<file path="src/rtl/dwatch_pkg.sv">
// Shared constants for the data access watch unit.
// Assumes a 3-bit register select and a fixed cause code layout.
package dwatch_pkg;
    localparam int SEL_W = 3;

    typedef enum logic [SEL_W-1:0] {
        SEL_PID    = 3'd0,
        SEL_CTRL   = 3'd1,
        SEL_BPA0   = 3'd2,
        SEL_BPA1   = 3'd3,
        SEL_BPCTL  = 3'd4,
        SEL_STATUS = 3'd5
    } cfg_sel_e;

    localparam int        CTRL_ALIGN_BIT = 1;
    localparam int        BPCTL_MASK_BIT = 8;
    localparam int        CODE_W         = 2;
    localparam int        NUM_BP         = 2;
    localparam int        MOE_LSB        = 2;
    localparam int        MOE_W          = 3;
    localparam logic [2:0] MOE_DBRK      = 3'b010;

    typedef struct packed {
        logic                          mask_mode;
        logic [NUM_BP-1:0][CODE_W-1:0] code;
    } bpctl_t;
endpackage

</file>
<file path="src/rtl/dwatch_regs.sv">
// Configuration and debug status registers.
// Assumes writes and the hit update can coincide; the hit overlays the cause field.
module dwatch_regs
    import dwatch_pkg::*;
#(
    parameter int ADDR_W  = 32,
    parameter int PID_LSB = 25
) (
    input  logic                          clk,
    input  logic                          rst_n,
    input  logic                          we,
    input  logic [SEL_W-1:0]              sel,
    input  logic [ADDR_W-1:0]             wdata,
    input  logic                          hit_set,
    output logic [ADDR_W-1:PID_LSB]       pid,
    output logic                          align_en,
    output logic [NUM_BP-1:0][ADDR_W-1:0] bp_addr,
    output bpctl_t                        bpctl,
    output logic [ADDR_W-1:0]             status
);
    // Load the configuration registers from the write port.
    always_ff @(posedge clk) begin
        if (!rst_n) begin
            pid      <= '0;
            align_en <= 1'b0;
            bp_addr  <= '0;
            bpctl    <= '0;
        end else if (we) begin
            case (cfg_sel_e'(sel))
                SEL_PID:   pid <= wdata[ADDR_W-1:PID_LSB];
                SEL_CTRL:  align_en <= wdata[CTRL_ALIGN_BIT];
                SEL_BPA0:  bp_addr[0] <= wdata;
                SEL_BPA1:  bp_addr[1] <= wdata;
                SEL_BPCTL: begin
                    bpctl.code      <= wdata[NUM_BP*CODE_W-1:0];
                    bpctl.mask_mode <= wdata[BPCTL_MASK_BIT];
                end
                default: ;
            endcase
        end
    end

    // Debug status: software write, then breakpoint cause overlay.
    always_ff @(posedge clk) begin
        if (!rst_n) begin
            status <= '0;
        end else begin
            if (we && cfg_sel_e'(sel) == SEL_STATUS)
                status <= wdata;
            if (hit_set)
                status[MOE_LSB+MOE_W-1:MOE_LSB] <= MOE_DBRK;
        end
    end

    // a hit leaves the data-breakpoint code in the cause field
    p_moe_code_r7: assert property (@(posedge clk) disable iff (!rst_n)
        hit_set |=> status[MOE_LSB+MOE_W-1:MOE_LSB] == MOE_DBRK);
endmodule

</file>
<file path="config.mk">
export PLATFORM = sky130hd
export DESIGN_NAME = dwatch_regs
export DESIGN_NICKNAME = d
export VERILOG_FILES = /design/src/rtl/dwatch_pkg.sv /design/src/rtl/dwatch_regs.sv
export SDC_FILE = /design/constraint.sdc
export NUM_CORES = 1
export LEC_CHECK = 0
export BUFFER_PORTS_ARGS = -buffer_cell sky130_fd_sc_hd__buf_4
export CORE_MARGIN = 2
export CORE_UTILIZATION = 44
export CTS_CLUSTER_SIZE = 28
export DETAILED_ROUTE_END_ITERATION = 8
export GPL_TIMING_DRIVEN = 0
export HOLD_SLACK_MARGIN = 0.12
export PLACE_DENSITY_LB_ADDON = 0.2
export SYNTH_ARGS = -nofsm -noshare
export SYNTH_HDL_FRONTEND = slang
export SYNTH_SLANG_ARGS = --single-unit
</file>
<file path="constraint.sdc">
create_clock -name clk -period 1 [get_ports clk]
set_input_delay 0.2 -clock clk [delete_from_list [all_inputs] [get_ports clk]]
set_output_delay 0.2 -clock clk [all_outputs]
set_load 0.03 [all_outputs]
</file>
==> results of run 1 <==
[repair_timing]
item,CTS,global route
gates cloned,0,0
endpoints found under the setup margin,138,149
pin swaps,0,0
endpoints found under the hold margin,82,0
resized for setup,218,18
setup buffers,6,6
hold buffers,33,0
[area by class of cell]
| cell class | instances | area, um2 | share of cell area (%) |
|---|---|---|---|
| Buffer | 38 | 190 | 3.01 |
| Timing Repair Buffer | 191 | 1930 | 30.5 |
| Multi-Input combinational cell | 289 | 1530 | 24.3 |
| Clock buffer | 10 | 138 | 2.18 |
| Clock inverter | 6 | 72.6 | 1.15 |
| Tap cell | 108 | 135 | 2.14 |
| Sequential cell | 109 | 2320 | 36.7 |
[cell families (layout without fill, tap and decap cells)]
group / after synthesis / in the layout / share of synthesized area [%]
simple gates: 180 / 180 / 21.6
buf+inv: 38 / 245 / 4.54
compound gates: 96 / 96 / 14.4
flops: 109 / 109 / 56.2
mux: 13 / 13 / 3.35
[layer usage]
metal	share of wire [%]	vias to the layer above	routed length, um	GRT usage [%]
li1	-	1888	-	-
met4	2.2	0	272	10.1
met2	50	147	6160	42.8
met3	7.5	21	929	6.94
met1	41	1881	5060	31.6
met5	0	-	0	0
[metrics by stage]
stage               setup TNS [ps]  hold WS (ps)
floorplan                    -1340           334
global placement            -33170           444
detailed placement          -35000           446
CTS                          -6060           121
global route                 -8810           128
finish                       -4940           144
[power by group]
group	switching [mW]	internal [mW]
clock	1.54	1.25
combinational	0.571	0.490
sequential	0.0695	4.45
[state kept, by name, indices dropped and copies added, names as in the netlist]
register	count
align_en	1
bp_addr	64
bpctl	5
pid	7
status	32
[how the worst max path moves through the flow]
stage and end:
6_report bp_addr[53], 5_1_grt bp_addr[22], 4_1_cts bp_addr[57], 3_5_place_dp bp_addr[57]
3_3_place_gp bp_addr[44], 2_1_floorplan bp_addr[32]
[cell usage in the layout (no fill, tap or decap), drive strengths merged]
cell type    instances
nand2               94
nand4bb              1
nor2b               13
and4bb               1
dlygate4sd3         33
clkinv               4
buf                178
dfxtp              109
o311a                1
clkinvlp             1
and4b                1
clkbuf              28
bufinv               1
o21ai               64
or3                  1
nand4b               2
nand2b               1
a21boi              29
mux2i               13
a21oi                2
nor4bb               1
nand3               64
nor4b                1
==> metrics.csv, run 1 <==
stage;metric;value;unit
status;outcome;finished, violations left;
status;violations;negative setup slack;
timing;setup_viol;109;
power;finalPower;8.37;mW
clock_network;cts_tree;done;
yosys;yosysSeqAreaShare;56.2;%
die;rows;34;
die;die_x;98.0;um
yosys;yosysMostFrequentCell;dfxtp_1;
power;p_leak;2.57;nW
critical_path;crit_chain;buf_6;
placement;gp_congestion;0.861;
timing;grt_setup_unrepaired;yes;
critical_path;r2r-start;status[3];
timing;setup_slack;-68.6;ps
die;start_util;45.0;%
placement;place_area;5120;um2
critical_path;critPathMaxStageDelay;360;ps
yosys;ys_seq_elements;109;
final_layout;final_cells;751;
yosys;yosys-top-cells-area;dfxtp_1 (56%), nand2_1 (9.1%), nand3_1 (8.2%), o21ai_0 (8.2%), a21boi_0 (4.6%);
yosys;syn-cell-area;3880;um2
critical_path;path_buf_inv;1;
final_layout;finalNetCount;677;
grt;grt_max_degree;19;
critical_path;crit_start;bp_addr[53];
critical_path;cp-start-kind;register;
clock_network;cts_made_buffers;9;
yosys;synth_fp_nets;475;
drt;drc;0;
critical_path;reg2reg_depth;2;
clock_network;clk_latency;370;ps
final_layout;fill_cells;636;
die;die_h;98.0;um
timing;post-route-min-period;1070;ps
placement;dp_slack;-474;ps
final_layout;drive_gt1_share;49.0;%
critical_path;worstPathArrival;870;ps
yosys;syn_avg_cell_area;8.91;um2
final_layout;utilization;73.1;%
clock_network;cts_max_level;3;
yosys;synth_top_area_cell;dfxtp_1;
drt;routedWlPerCell;16.5;um
drt;viasPerCell;5.24;
die;ios;148;
power;p_per_area;1330;nW/um2
flow_run;max_cap_violations;0;
timing;maxSlewViolCount;0;
drt;vias;3937;
critical_path;cp_slowest_cell;dfxtp_2;
timing;fin_skew;0;ps
critical_path;crit_path_max_fanout;2;
critical_path;cp-end-kind;output pin;
yosys;synthTopCellsByCount;dfxtp_1 (109), nand2_1 (94), nand3_1 (64), o21ai_0 (64), a21boi_0 (24);
grt;grt_remaining_overflow;0;
die;die_area;9590;um2
timing;finalHoldViolCount;0;
critical_path;cp.depth;1;
placement;hpwl;8080;um
final_layout;fin_area;6310;um2
yosys;synthFlopType;dfxtp_1;
yosys;yosysWarnings;0;
min_path;min_to;status[2];
final_layout;area_delta_synth_final;62.5;%
drt;drt_iter0_drc;124;
critical_path;reg2reg_slack;50;ps
critical_path;worstSetupPathType;reg -> out;
grt;grt_antenna_before_repair;0;
grt;grt_pass1_wl;19700;um
critical_path;cp_top_family;flip-flops;
critical_path;crit_required;800;ps
min_path;min-delay-start;hit_set;
power;ir_drop;0.938;mV
clock_network;clkSinkCount;109;
placement;placed_cells;690;
drt;ant_nets;0;
timing;slew_headroom;63.6;%
critical_path;reg2reg_to;status[3];
yosys;synth_edf_count;0;
clock_network;cts_root_buf;clkbuf_8;
clock_network;path_clk_slew;110;ps
min_path;whs_path_depth;3;
drt;firstDrtPassIters;5;
placement;io_buffer_count;146;
yosys;synthDominantCellAreaShare;56.2;%
timing;min_period_over_period;107;%
min_path;worstHoldPathType;in -> reg;
yosys;synth-async-reset-ratio;0;%
timing;clock.fmax;936;MHz
final_layout;antenna_cells;0;
yosys;synth_cells;436;
die;core_area;8640;um2
timing;worstMarginPinSlew;546;ps
grt;grt_use_total;25.7;%
yosys;yosysUniqueCellTypes;23;
grt;first_global_vias;3895;
drt;routed_wl;12400;um
clock_network;clock_path_buffers;2;
Note: power is estimated with default switching activity, not from simulation.
==> run 2: changes to the inputs <==
Settings changed: REMOVE_ABC_BUFFERS from default to 1.
==> run 2 against run 1 <==
  * The flow still finishes with violations (negative setup slack)
  * Sequential power barely moved
  * Register-to-register slack improved by 20 ps
  * First-iteration DRC count grew 24%
  * Non-clock buffer count down 29
  * Critical path depth did not move
  * Critical endpoint is now bp_addr[15]
==> metrics.csv, run 2 (synthesis results as in run 1) <==
stage;metric;value;unit
grt;grt_max_degree;141;
critical_path;cp-start-kind;register;
power;p_switching;2.09;mW
drt;drc;0;
min_path;min_to;status[3];
die;die_h;98.0;um
timing;min_period_over_period;106;%
final_layout;final_common_cell;buf_6;
drt;routedWlPerCell;16.1;um
critical_path;crit_chain;buf_6;
drt;drt_iter0_drc;154;
status;outcome;finished, violations left;
power;internal-power;6.01;mW
clock_network;clkSinkCount;109;
power;combPwrFrac;13.3;%
critical_path;crit_required;800;ps
grt;grt_antenna_before_repair;0;
die;ios;148;
die;die_x;98.0;um
final_layout;largest_reg_flops;64;
timing;setup_viol;109;
critical_path;critPathMaxStageDelay;360;ps
placement;gp_congestion;0.719;
timing;slew_headroom;50.0;%
critical_path;crit_path_max_fanout;2;
grt;grt_remaining_overflow;0;
timing;worstMarginPinSlew;750;ps
timing;grt_setup_unrepaired;yes;
timing;setup_slack;-59.8;ps
final_layout;finalNetCount;653;
critical_path;r2r-start;status[3];
die;start_util;45.0;%
final_layout;fin_area;6350;um2
grt;first_global_vias;3732;
min_path;worstHoldPathType;in -> reg;
placement;io_buffer_count;147;
die;die_area;9590;um2
timing;finalHoldViolCount;0;
critical_path;cp_top_family;flip-flops;
drt;vias;3757;
critical_path;path_buf_inv;1;
timing;clock.fmax;944;MHz
critical_path;reg2reg_depth;2;
power;finalPower;8.09;mW
placement;place_area;5050;um2
min_path;whs_path_depth;3;
drt;firstDrtPassIters;4;
drt;viasPerCell;5.17;
clock_network;cts_tree;done;
power;power.share.clock;31.0;%
critical_path;cp_slowest_cell;dfxtp_2;
placement;hpwl;6220;um
final_layout;top_regs;bp_addr x64, status x32, pid x7;
grt;grt_use_total;23.9;%
die;core_area;8640;um2
grt;grt_pass1_wl;18500;um
clock_network;cts_max_level;3;
final_layout;area_delta_synth_final;63.4;%
final_layout;drive_gt1_share;48.5;%
final_layout;largest-register;bp_addr;
drt;routed_wl;11700;um
critical_path;worstSetupPathType;reg -> out;
placement;dp_slack;-1040;ps
status;violations;negative setup slack;
clock_network;cts_made_buffers;9;
critical_path;reg2reg_slack;70;ps
flow_run;max_cap_violations;0;
power;p_leak;2.53;nW
clock_network;clk_latency;360;ps
clock_network;cts_root_buf;clkbuf_8;
power;pwr-share-seq;55.8;%
clock_network;clock_path_buffers;2;
final_layout;antenna_cells;0;
min_path;min-delay-start;hit_set;
power;switching_share;25.8;%
final_layout;final_cell_mix;buf_6 (110), dfxtp_2 (109), nand2_1 (94);
clock_network;path_clk_slew;100;ps
timing;post-route-min-period;1060;ps
critical_path;cp-end-kind;output pin;
drt;ant_nets;0;
timing;fin_skew;0;ps
timing;maxSlewViolCount;0;
critical_path;reg2reg_to;status[3];
power;p_per_area;1280;nW/um2
critical_path;worstPathArrival;860;ps
die;rows;34;
power;ir_drop;0.862;mV
[run 2: cell types whose count changed in the layout (fill, tap and decap cells not counted), sizes merged]
cell | previous run | this run
clkbuf | 28 | 12
buf | 178 | 167
nand4bb | 1 | 4
and4b | 1 | 3
clkinv | 4 | 2
bufinv | 1 | 0
clkinvlp | 1 | 2
[run 2: per-layer routing]
layer	vias to the layer above	GRT usage [%]	part of all wire, %
met4	0	7.59	1.7
li1	1852	-	-
met5	-	0	0
met3	19	6.23	7.5
met1	1747	30.1	43
met2	139	40.4	48
[run 2: power groups by stage]
stage          clock, mW  sequential (mW)  combinational [mW]
2_1_floorplan          0             4.76               0.185
3_3_place_gp           0             4.58               0.786
3_5_place_dp           0             4.58               0.823
4_1_cts             2.56             4.51                1.05
5_1_grt             2.70             4.53                1.15
6_report            2.51             4.51                1.07
[run 2: stage by stage]
stage                     utilization (%)  TNS (ps)  cells  hold slack, ps
after detailed placement             58.4    -81170    659             451
after CTS                            72.7     -4950    720             169
after global placement               57.3   -196530    653             442
final                                73.5     -3890    727             177
after floorplan                         -    -87640    398             328
after global routing                 73.5     -6960    727             192
[run 2: worst max-delay path by stage]
stage | startpoint | cells after the start | endpoint
2_1_floorplan | sel[0] | 3 | bp_addr[0]
3_3_place_gp | sel[0] | 4 | bp_addr[12]
3_5_place_dp | sel[1] | 4 | status[3]
4_1_cts | bp_addr[21] | 1 | bp_addr[21]
5_1_grt | bp_addr[49] | 1 | bp_addr[49]
6_report | bp_addr[15] | 1 | bp_addr[15]
[run 2: cell type report]
class	instances	area (um2)
clock buffer	12	155
clock inverter	4	32.5
fill	632	2290
multi-input combinational	294	1670
sequential	109	2320
tap	108	135
timing repair buffer	200	2030
[run 2: what timing repair did]
action                                  4_1_cts  5_1_grt
pin swaps                                     3        0
cloned                                        4        1
buffers inserted                              8        6
endpoints found under the setup margin      218      174
hold endpoints to repair                     85        0
hold buffers                                 33        0
resized for setup                           225        4
==> run 3: changes to the inputs <==
Settings changed: CORE_MARGIN 2 to 4, SLEW_MARGIN from default to 20.
==> run 3 against run 2 <==
  * Final cell count grew 2.1%
  * Non-clock buffer count grew 18
  * Sequential share of layout area shrank 0.49 points
  * Cell area grew 1.4%
  * Hold slack gained 42 ps
  * Clock power grew 8.8%
  * Highest routed layer unchanged
  * The flow still finishes with violations (negative setup slack)
==> metrics.csv, run 3 (synthesis results as in run 1) <==
stage;metric;value;unit
final_layout;final_cells;742;
status;outcome;finished, violations left;
grt;first_global_vias;3730;
critical_path;path_buf_inv;1;
timing;slew_headroom;60.2;%
timing;setup_viol;109;
critical_path;r2r-start;status[3];
critical_path;reg2reg_depth;2;
min_path;whs_path_depth;3;
final_layout;finalNetCount;668;
placement;placed_cells;660;
grt;grt_use_total;22.6;%
status;violations;negative setup slack;
critical_path;reg2reg_slack;50;ps
timing;maxSlewViolCount;0;
critical_path;crit_chain;buf_6;
power;combPwrFrac;12.8;%
final_layout;largest-register;bp_addr;
grt;grt_antenna_before_repair;0;
timing;setup_slack;-50.8;ps
critical_path;worstPathArrival;850;ps
power;power.share.clock;32.9;%
placement;place_area;5060;um2
power;p_per_area;1290;nW/um2
clock_network;cts_made_buffers;9;
power;internal-power;6.21;mW
critical_path;crit_path_max_fanout;2;
drt;drt_iter0_drc;122;
final_layout;final_cell_mix;buf_6 (111), dfxtp_2 (109), nand2_1 (94);
final_layout;drive_gt1_share;49.8;%
die;ios;148;
power;p_leak;2.63;nW
final_layout;antenna_cells;0;
grt;grt_max_degree;141;
timing;whs;219;ps
drt;viasPerCell;5.13;
drt;wl_met1;4880;um
drt;firstDrtPassIters;4;
critical_path;crit_start;bp_addr[53];
clock_network;cts_root_buf;clkbuf_8;
min_path;min_to;status[3];
clock_network;cts_tree;done;
critical_path;reg2reg_to;status[3];
min_path;worstHoldPathType;in -> reg;
power;pwr-share-seq;54.3;%
drt;met2_length;5940;um
final_layout;top_regs;bp_addr x64, status x32, pid x7;
critical_path;cp_slowest_cell;dfxtp_2;
drt;ant_nets;0;
clock_network;path_clk_slew;110;ps
critical_path;cp-start-kind;register;
drt;routed_wl;11900;um
placement;hpwl;6790;um
drt;vias;3803;
timing;clock.fmax;952;MHz
clock_network;clk_latency;350;ps
die;die_area;10400;um2
die;start_util;45.0;%
drt;highest_layer;met4;
clock_network;cts_max_level;3;
clock_network;clkSinkCount;109;
timing;grt_setup_unrepaired;yes;
timing;post-route-min-period;1050;ps
clock_network;clock_path_buffers;2;
critical_path;crit_required;800;ps
die;die_h;102;um
final_layout;fin_area;6430;um2
timing;fin_skew;0;ps
critical_path;critPathMaxStageDelay;360;ps
final_layout;area_delta_synth_final;65.6;%
die;core_area;8640;um2
placement;io_buffer_count;147;
power;p_switching;2.11;mW
power;switching_share;25.3;%
timing;finalHoldViolCount;0;
critical_path;cp-end-kind;output pin;
timing;worstMarginPinSlew;597;ps
grt;grt_pass1_wl;18400;um
drt;drc;0;
drt;wl_met3;928;um
final_layout;utilization;74.5;%
placement;gp_congestion;0.729;
critical_path;worstSetupPathType;reg -> out;
grt;grt_remaining_overflow;0;
power;ir_drop;1.00;mV
critical_path;cp_top_family;flip-flops;
die;die_x;102;um
final_layout;largest_reg_flops;64;
flow_run;max_cap_violations;0;
timing;min_period_over_period;105;%
drt;routedWlPerCell;16.0;um
die;rows;34;
min_path;min-delay-start;hit_set;
final_layout;final_common_cell;buf_6;
run 3: cell types whose count changed in the layout (fill, tap and decap cells not counted), sizes merged:
cell / before / now
nand4bb: 4 / 2
clkbuf: 12 / 10
clkinvlp: 2 / 0
clkinv: 2 / 3
buf: 167 / 185
inv: 0 / 2
bufinv: 0 / 1
and4b: 3 / 2
run 3: repair_timing:
item | in CTS | in global routing
pin swaps | 1 | 0
endpoints found under the hold margin | 91 | 0
buffers inserted | 15 | 16
hold buffers | 33 | 0
setup endpoints to repair | 218 | 162
resized for setup | 222 | 3
gates cloned | 2 | 0
run 3: worst min-delay path, cell delays in order:
cell     delay (ps)
buf_4            80
or3_1           100
o311a_1         160
run 3: per-stage QoR:
step | TNS (ps) | total power, mW | worst slack, ps
floorplan | -87640 | 4.95 | -1110
global placement | -196760 | 5.36 | -2290
detailed placement | -63620 | 5.41 | -911
CTS | -5670 | 8.35 | -72.6
global route | -8210 | 8.64 | -99.6
finish | -3680 | 8.32 | -50.8
run 3: layer usage:
metal  track usage, %  vias to the layer above
met5                0                        -
met2             38.1                      129
met3             6.55                       15
met4             6.96                        0
li1                 -                     1868
met1             28.0                     1791
run 3: how the worst max path moves through the flow:
stage,to,slack (ps),cells after the start
after floorplan,bp_addr[0],-1110,3
after global placement,bp_addr[23],-2290,4
after detailed placement,bp_addr[57],-910,6
after CTS,bp_addr[53],-70,1
after global routing,bp_addr[23],-100,1
final,bp_addr[53],-50,1
run 3: area by class of cell:
cell class	instances	area, um2
Clock buffer	10	138
Clock inverter	6	70.1
Fill cell	611	2200
Multi-Input combinational cell	291	1590
Sequential cell	109	2320
Tap cell	108	135
Timing Repair Buffer	218	2180
run 3: power by group through the flow:
stage	clock network [mW]	registers [mW]	logic, mW
after floorplan	0	4.76	0.185
after global placement	0	4.58	0.784
after detailed placement	0	4.58	0.831
after CTS	2.80	4.51	1.03
after global routing	2.97	4.53	1.14
final	2.73	4.52	1.07
